<file path="src/rtl/dmac_pkg.sv">
// Package: shared sizes and control-port offsets of the DMA host register file.
// Assumes: four channels; word ports occupy offsets 0..7, control ports 8..15.
package dmac_pkg;
    localparam int CH_N     = 4;
    localparam int DATA_W   = 8;
    localparam int WORD_W   = 2 * DATA_W;
    localparam int PORT_W   = 4;
    localparam int MODE_W   = DATA_W - 2;
    localparam int CH_SEL_W = $clog2(CH_N);

    // Control port offsets; decoded by the register file and its checker.
    typedef enum logic [PORT_W-1:0] {
        P_CMD     = 4'h8,
        P_REQ     = 4'h9,
        P_MASK1   = 4'hA,
        P_MODE    = 4'hB,
        P_PTRCLR  = 4'hC,
        P_MCLR    = 4'hD,
        P_UNMASK  = 4'hE,
        P_MASKALL = 4'hF
    } ctl_port_e;
endpackage

</file>
<file path="src/rtl/dmac_word_reg.sv">
// Module: one 16-bit register kept as a base and a current copy, loaded a byte
// at a time. Assumes WORD_W is exactly twice DATA_W; hi_sel picks the half.
module dmac_word_reg #(
    parameter int DATA_W = 8,
    parameter int WORD_W = 16
) (
    input  logic              clk,
    input  logic              rst_n,
    input  logic              wr_en,
    input  logic              hi_sel,
    input  logic [DATA_W-1:0] wdata,
    output logic [WORD_W-1:0] base_q,
    output logic [WORD_W-1:0] cur_q
);
    // Byte load into both copies; the half follows the shared byte toggle.
    always_ff @(posedge clk) begin
        if (!rst_n) begin
            base_q <= '0;
            cur_q  <= '0;
        end else if (wr_en) begin
            if (hi_sel) begin
                base_q[WORD_W-1:DATA_W] <= wdata;
                cur_q[WORD_W-1:DATA_W]  <= wdata;
            end else begin
                base_q[DATA_W-1:0] <= wdata;
                cur_q[DATA_W-1:0]  <= wdata;
            end
        end
    end
endmodule

</file>
<file path="src/rtl/dmac_ctrl_regs.sv">
// Module: control state of the register file: byte toggle, masks, modes,
// command and terminal-count status. Assumes io strobes are never both high.
module dmac_ctrl_regs
    import dmac_pkg::*;
(
    input  logic                   clk,
    input  logic                   rst_n,
    input  logic                   wr_stb,
    input  logic                   rd_stb,
    input  logic [PORT_W-1:0]      port,
    input  logic [DATA_W-1:0]      wdata,
    input  logic [CH_N-1:0]        tc_in,
    output logic                   byte_ptr,
    output logic [CH_N-1:0]        mask_q,
    output logic [CH_N*MODE_W-1:0] mode_q,
    output logic [DATA_W-1:0]      cmd_q,
    output logic [CH_N-1:0]        status_q
);
    logic                word_acc;
    logic                wr_mclr;
    logic                wr_ptrclr;
    logic                rd_status;
    logic [CH_SEL_W-1:0] wsel;

    // Decode of the strobed control accesses.
    always_comb begin
        word_acc  = (wr_stb || rd_stb) && !port[PORT_W-1];
        wr_mclr   = wr_stb && (port == P_MCLR);
        wr_ptrclr = wr_stb && (port == P_PTRCLR);
        rd_status = rd_stb && (port == P_CMD);
        wsel      = wdata[CH_SEL_W-1:0];
    end

    // Shared byte toggle: cleared by pointer-clear or master clear, flips per word access.
    always_ff @(posedge clk) begin
        if (!rst_n)                    byte_ptr <= 1'b0;
        else if (wr_mclr || wr_ptrclr) byte_ptr <= 1'b0;
        else if (word_acc)             byte_ptr <= ~byte_ptr;
    end

    // Mask bits: single-channel command, all-bits write, clear-all and master clear.
    always_ff @(posedge clk) begin
        if (!rst_n) mask_q <= '1;
        else if (wr_stb) begin
            case (port)
                P_MASK1:   mask_q[wsel] <= wdata[CH_SEL_W];
                P_MASKALL: mask_q       <= wdata[CH_N-1:0];
                P_UNMASK:  mask_q       <= '0;
                P_MCLR:    mask_q       <= '1;
                default:   mask_q       <= mask_q;
            endcase
        end
    end

    // Command byte: loaded by its port, cleared by master clear.
    always_ff @(posedge clk) begin
        if (!rst_n || wr_mclr)              cmd_q <= '0;
        else if (wr_stb && port == P_CMD)   cmd_q <= wdata;
    end

    // Status: terminal-count pulses set bits; status read or master clear drops old bits.
    always_ff @(posedge clk) begin
        if (!rst_n) status_q <= '0;
        else        status_q <= ((rd_status || wr_mclr) ? '0 : status_q) | tc_in;
    end

    // Per-channel mode field, one register per channel.
    for (genvar g = 0; g < CH_N; g++) begin : g_mode
        // Load mode bits when the mode port addresses this channel.
        always_ff @(posedge clk) begin
            if (!rst_n)
                mode_q[g*MODE_W +: MODE_W] <= '0;
            else if (wr_stb && port == P_MODE && wsel == CH_SEL_W'(g))
                mode_q[g*MODE_W +: MODE_W] <= wdata[DATA_W-1:CH_SEL_W];
        end
    end
endmodule

</file>
<file path="src/rtl/dmac_regfile.sv">
// Module: top of the DMA host register file. Decodes the byte-wide port bus,
// holds address and count pairs per channel and registers read data.
// Assumes one strobe per access and never io_rd with io_wr.
module dmac_regfile
    import dmac_pkg::*;
(
    input  logic                   clk,
    input  logic                   rst_n,
    input  logic [PORT_W-1:0]      io_addr,
    input  logic [DATA_W-1:0]      io_wdata,
    input  logic                   io_wr,
    input  logic                   io_rd,
    output logic [DATA_W-1:0]      io_rdata,
    input  logic [CH_N-1:0]        tc_in,
    output logic [CH_N*WORD_W-1:0] base_addr_o,
    output logic [CH_N*WORD_W-1:0] cur_addr_o,
    output logic [CH_N*WORD_W-1:0] base_cnt_o,
    output logic [CH_N*WORD_W-1:0] cur_cnt_o,
    output logic [CH_N-1:0]        mask_o,
    output logic [CH_N*MODE_W-1:0] mode_o,
    output logic [DATA_W-1:0]      cmd_o
);
    logic                byte_ptr;
    logic [CH_N-1:0]     status_q;
    logic [WORD_W-1:0]   cur_addr_a [CH_N];
    logic [WORD_W-1:0]   cur_cnt_a  [CH_N];
    logic [CH_SEL_W-1:0] ch;
    logic [WORD_W-1:0]   rd_word;
    logic [DATA_W-1:0]   rd_mux;

    dmac_ctrl_regs u_ctrl (
        .clk      (clk),
        .rst_n    (rst_n),
        .wr_stb   (io_wr),
        .rd_stb   (io_rd),
        .port     (io_addr),
        .wdata    (io_wdata),
        .tc_in    (tc_in),
        .byte_ptr (byte_ptr),
        .mask_q   (mask_o),
        .mode_q   (mode_o),
        .cmd_q    (cmd_o),
        .status_q (status_q)
    );

    // Channel index of a word port.
    assign ch = io_addr[CH_SEL_W:1];

    for (genvar g = 0; g < CH_N; g++) begin : g_ch
        logic sel_ch;
        assign sel_ch = io_wr && !io_addr[PORT_W-1] && (ch == CH_SEL_W'(g));

        dmac_word_reg #(.DATA_W(DATA_W), .WORD_W(WORD_W)) u_addr (
            .clk    (clk),
            .rst_n  (rst_n),
            .wr_en  (sel_ch && !io_addr[0]),
            .hi_sel (byte_ptr),
            .wdata  (io_wdata),
            .base_q (base_addr_o[g*WORD_W +: WORD_W]),
            .cur_q  (cur_addr_a[g])
        );

        dmac_word_reg #(.DATA_W(DATA_W), .WORD_W(WORD_W)) u_cnt (
            .clk    (clk),
            .rst_n  (rst_n),
            .wr_en  (sel_ch && io_addr[0]),
            .hi_sel (byte_ptr),
            .wdata  (io_wdata),
            .base_q (base_cnt_o[g*WORD_W +: WORD_W]),
            .cur_q  (cur_cnt_a[g])
        );

        assign cur_addr_o[g*WORD_W +: WORD_W] = cur_addr_a[g];
        assign cur_cnt_o[g*WORD_W +: WORD_W]  = cur_cnt_a[g];
    end

    // Read selection: current word byte, status byte, or zero.
    always_comb begin
        rd_word = io_addr[0] ? cur_cnt_a[ch] : cur_addr_a[ch];
        if (!io_addr[PORT_W-1])
            rd_mux = byte_ptr ? rd_word[WORD_W-1:DATA_W] : rd_word[DATA_W-1:0];
        else if (io_addr == P_CMD)
            rd_mux = {{(DATA_W-CH_N){1'b0}}, status_q};
        else
            rd_mux = '0;
    end

    // Read data register, updated only on a read strobe.
    always_ff @(posedge clk) begin
        if (!rst_n)     io_rdata <= '0;
        else if (io_rd) io_rdata <= rd_mux;
    end
endmodule

</file>
<file path="config.mk">
export PLATFORM = sky130hd
export DESIGN_NAME = dmac_regfile
export DESIGN_NICKNAME = d
export VERILOG_FILES = /design/src/rtl/dmac_pkg.sv /design/src/rtl/dmac_word_reg.sv /design/src/rtl/dmac_ctrl_regs.sv /design/src/rtl/dmac_regfile.sv
export SDC_FILE = /design/constraint.sdc
export NUM_CORES = 1
export LEC_CHECK = 0
export ABC_AREA = 1
export BUFFER_PORTS_ARGS = -buffer_cell sky130_fd_sc_hd__buf_4
export CAP_MARGIN = 30
export CORE_ASPECT_RATIO = 0.9
export CORE_MARGIN = 4
export CORE_UTILIZATION = 54
export CTS_BUF_LIST = sky130_fd_sc_hd__clkbuf_16
export DETAILED_ROUTE_END_ITERATION = 12
export PLACE_DENSITY_LB_ADDON = 0.1
export SETUP_SLACK_MARGIN = 0.15
export SLEW_MARGIN = 20
export SYNTH_ARGS = -nofsm -noshare
export SYNTH_HDL_FRONTEND = slang
export SYNTH_SLANG_ARGS = --single-unit
export TNS_END_PERCENT = 30
</file>
<file path="constraint.sdc">
create_clock -name clk -period 3.3 [get_ports clk]
set_input_delay 0.165 -clock clk [delete_from_list [all_inputs] [get_ports clk]]
set_output_delay 0.165 -clock clk [all_outputs]
set_load 0.05 [all_outputs]
</file>
==> results.sh <==
export IMPL_synth_top_cells_by_area="dfxtp_1 (40%), buf_4 (12%), nand2_1 (11%), o21ai_0 (9.7%), a21oi_1 (7.2%)"
export IMPL_grt_pass1_wl_mm=43.4
export IMPL_crit_buf_inv=1
export IMPL_grt_pass1_vias=7547
export IMPL_synth_compound_area_share_pct=18.9
export IMPL_synthMuxAreaShare_pct=0
export IMPL_cts_inserted_buffers=17
export IMPL_synth_most_common_cell="nand2_1"
export IMPL_num_nets_final=1425
export IMPL_power_density_nw_per_um2=454
export IMPL_drtIter0Drc=842
export IMPL_status="finished clean"
export IMPL_drc=0
export IMPL_hold_path_class="in2reg"
export IMPL_dp_hpwl_mm=20.5
export IMPL_period_minus_slack_ns=2.05
export IMPL_die_h_um=129
export IMPL_grt_overflow=0
export IMPL_insertion_delay_ns=0.44
export IMPL_synth_top_area_share_pct=40.1
export IMPL_syn_to_final_growth_pct=22.3
export IMPL_synthesis_instances=1265
export IMPL_port_buffers=319
export IMPL_cts_sinks=177
export IMPL_cpPeakStageDelay_ns=0.55
export IMPL_drive_above_1_share_pct=27.2
export IMPL_synth_top_family_by_area="buffers and inverters"
export IMPL_drv_slew=0
export IMPL_p_int_w=0.00352
export IMPL_peakVddDrop_uv=385
export IMPL_synthArstFlopShare_pct=0
export IMPL_cap_violations=0
export IMPL_post_cts_buffers=0
export IMPL_synth_yosys_seq_area_share_pct=40.1
export IMPL_cp_arrival_ns=2.36
export IMPL_die_w_um=143
export IMPL_syn_area_per_cell_um2=6.99
export IMPL_rsz0062_at_grt="false"
export IMPL_crit_path_cell_trace="inv_2 -> nand4_1 -> o21ai_0 -> a21oi_1"
export IMPL_p_sw_share_pct=28.3
export IMPL_antenna_found_initial=0
export IMPL_wl_mm=29.2
export IMPL_n_antenna_cell=0
export IMPL_cp_data_required_time_ns=3.61
export IMPL_cts_root_buf="clkbuf_16"
export IMPL_clk_path_buf_depth=2
export IMPL_synth_commonest_cells="nand2_1 (269), dfxtp_1 (177), o21ai_0 (172)"
export IMPL_via_per_inst=5.31
export IMPL_grt_usage_pct=30.4
export IMPL_drt_first_pass_iters=6
export IMPL_ys_ff_latch=177
export IMPL_globalplace_congestion=0.940
export IMPL_clkPwrFrac_pct=42.7
export IMPL_ant_nets=0
export IMPL_totalNegativeSetupSlack_ns=0
export IMPL_worstPathMaxFanout=18
export IMPL_synth_cell_types=27
export IMPL_yosys_warnings=0
export IMPL_fill_cells=1467
export IMPL_die_area_um2=18500
export IMPL_worst_pin_slew_ns=0.781
export IMPL_coreArea_um2=16100
export IMPL_synth_edf_count=0
export IMPL_power_leakage_nw=4.95
export IMPL_start_util_pct=55.0
export IMPL_synth_xor_area_share_pct=0
export IMPL_cts_tree="built"
export IMPL_maxSlewHeadroom_pct=47.9
export IMPL_period_share_pct=62.1
export IMPL_via_count=8627
export IMPL_endpoint_kind="flip-flop"
export IMPL_clk_pin_slew_ns=0.07
export IMPL_comb_power_share_pct=12.3
export IMPL_path_class="reg2reg"
export IMPL_critPathTopFamily="simple AND/OR/NAND/NOR gates"
export IMPL_synthAdderAreaFrac_pct=0
export IMPL_setup_violations=0
export IMPL_critPathLaunchType="flip-flop"
export IMPL_dominantRegCellSynth="dfxtp_1"
export IMPL_routedWlPerCell_um=18.0
export IMPL_grt_max_degree=58
export IMPL_finalPower_w=0.00491
export IMPL_finClkSkew_ns=0.00572
export IMPL_rows=44
export IMPL_p_seq_share_pct=45.1
export IMPL_syn_nets=1285
export IMPL_fmax_mhz=488
export IMPL_switchingPower_w=0.00139
export IMPL_synthSimpleGateAreaFrac_pct=20.4
export IMPL_syn_area_um2=8850
export IMPL_synth_top_cell_by_area="dfxtp_1"
export IMPL_hold_viol_final=0
export IMPL_io_pins=320
export IMPL_htreeDepth=4
export IMPL_slowest_stage="nand4_1"
layer usage:
| layer | routed length [um] | global-route usage, % | up-vias | part of all wire [%] |
|---|---|---|---|---|
| met5 | 0 | 0 | - | 0 |
| met4 | 756 | 10.1 | 0 | 2.6 |
| met3 | 3200 | 7.93 | 48 | 11 |
| met2 | 13900 | 49.6 | 449 | 47 |
| met1 | 11400 | 39.5 | 3925 | 39 |
| li1 | - | - | 4205 | - |
kinds of logic after synthesis:
family          Yosys count
compound gates          323
buf+inv                 327
simple gates            438
flops                   177
final timing paths:
| check | slack (ns) | depth (start not counted) | from | end |
|---|---|---|---|---|
| worst max-delay path | 1.25 | 4 | u_ctrl.byte_ptr | g_ch[0].u_addr.cur_q[6] |
| worst min-delay path | 0.11 | 4 | io_wr | u_ctrl.byte_ptr |
| worst min register to register | 0.47 | 2 | u_ctrl.cmd_q[7] | u_ctrl.cmd_q[7] |
| worst max register to register | 1.25 | 4 | u_ctrl.byte_ptr | g_ch[0].u_addr.cur_q[6] |
cells in the final DEF, fill, tap and decap left out, types with 2 or more instances in the layout:
cell type / instances
nand2_1: 269
dfxtp_1: 177
nand3_2: 3
nor2_1: 92
a211oi_1: 2
clkinv_4: 2
bufinv_16: 3
inv_6: 3
clkinvlp_4: 3
a21oi_1: 128
a22oi_1: 4
nor2_4: 2
nand4_1: 6
o21ai_0: 172
dlygate4sd3_1: 4
clkinv_1: 4
clkinv_2: 3
o21ai_1: 7
nand3_1: 59
buf_4: 325
a211oi_2: 2
clkbuf_16: 17
nor2_2: 5
a21oi_2: 6
inv_1: 106
inv_2: 9
worst reg2reg max path: cells and delay by family, from the launching register on:
family	cells	cell delay (ns)
compound gates	2	0.44
buf+inv	1	0.39
flops	1	0.54
simple gates	1	0.56
cell type report:
class	instances	area, um2	area share [%]
clock buffer	17	425	3.93
clock inverter	15	183	1.69
inverter	119	447	4.13
multi-input combinational	761	3480	32.2
sequential	177	3540	32.7
tap	207	259	2.39
timing repair buffer	329	2480	22.9
stage by stage:
step / util, % / std cells / area [um2] / hold WS [ns] / setup WS [ns]
global placement: 63.3 / 1589 / 10200 / 0.419 / 1.35
floorplan: - / 1265 / 8850 / 0.299 / 1.91
CTS: 67.3 / 1625 / 10800 / 0.110 / 1.29
finish: 67.3 / 1625 / 10800 / 0.114 / 1.25
detailed placement: 63.3 / 1589 / 10200 / 0.425 / 1.30
global route: 67.3 / 1625 / 10800 / 0.143 / 0.996
power groups by stage:
stage | Sequential (W) | Combinational, W | Clock (W)
floorplan | 0.00235 | 0.000344 | 0
global placement | 0.00226 | 0.000586 | 0
detailed placement | 0.00226 | 0.000590 | 0
CTS | 0.00221 | 0.000596 | 0.00211
global route | 0.00222 | 0.000641 | 0.00222
finish | 0.00221 | 0.000602 | 0.00210
timing repair:
action	4_1_cts	5_1_grt
hold endpoints to repair	4	0
hold buffers	4	0
gates resized for setup	0	0
flip-flops by register name, summed over array words and instances, names as in the netlist, named ones only:
name                count
u_ctrl.byte_ptr         1
g_ch.u_cnt.cur_q       32
io_rdata                8
g_ch.u_addr.base_q     40
g_ch.u_addr.cur_q      24
g_ch.u_cnt.base_q      32
u_ctrl.cmd_q            8
u_ctrl.mode_q          24
u_ctrl.status_q         4
No activity file was read; power rests on OpenSTA's default activity.
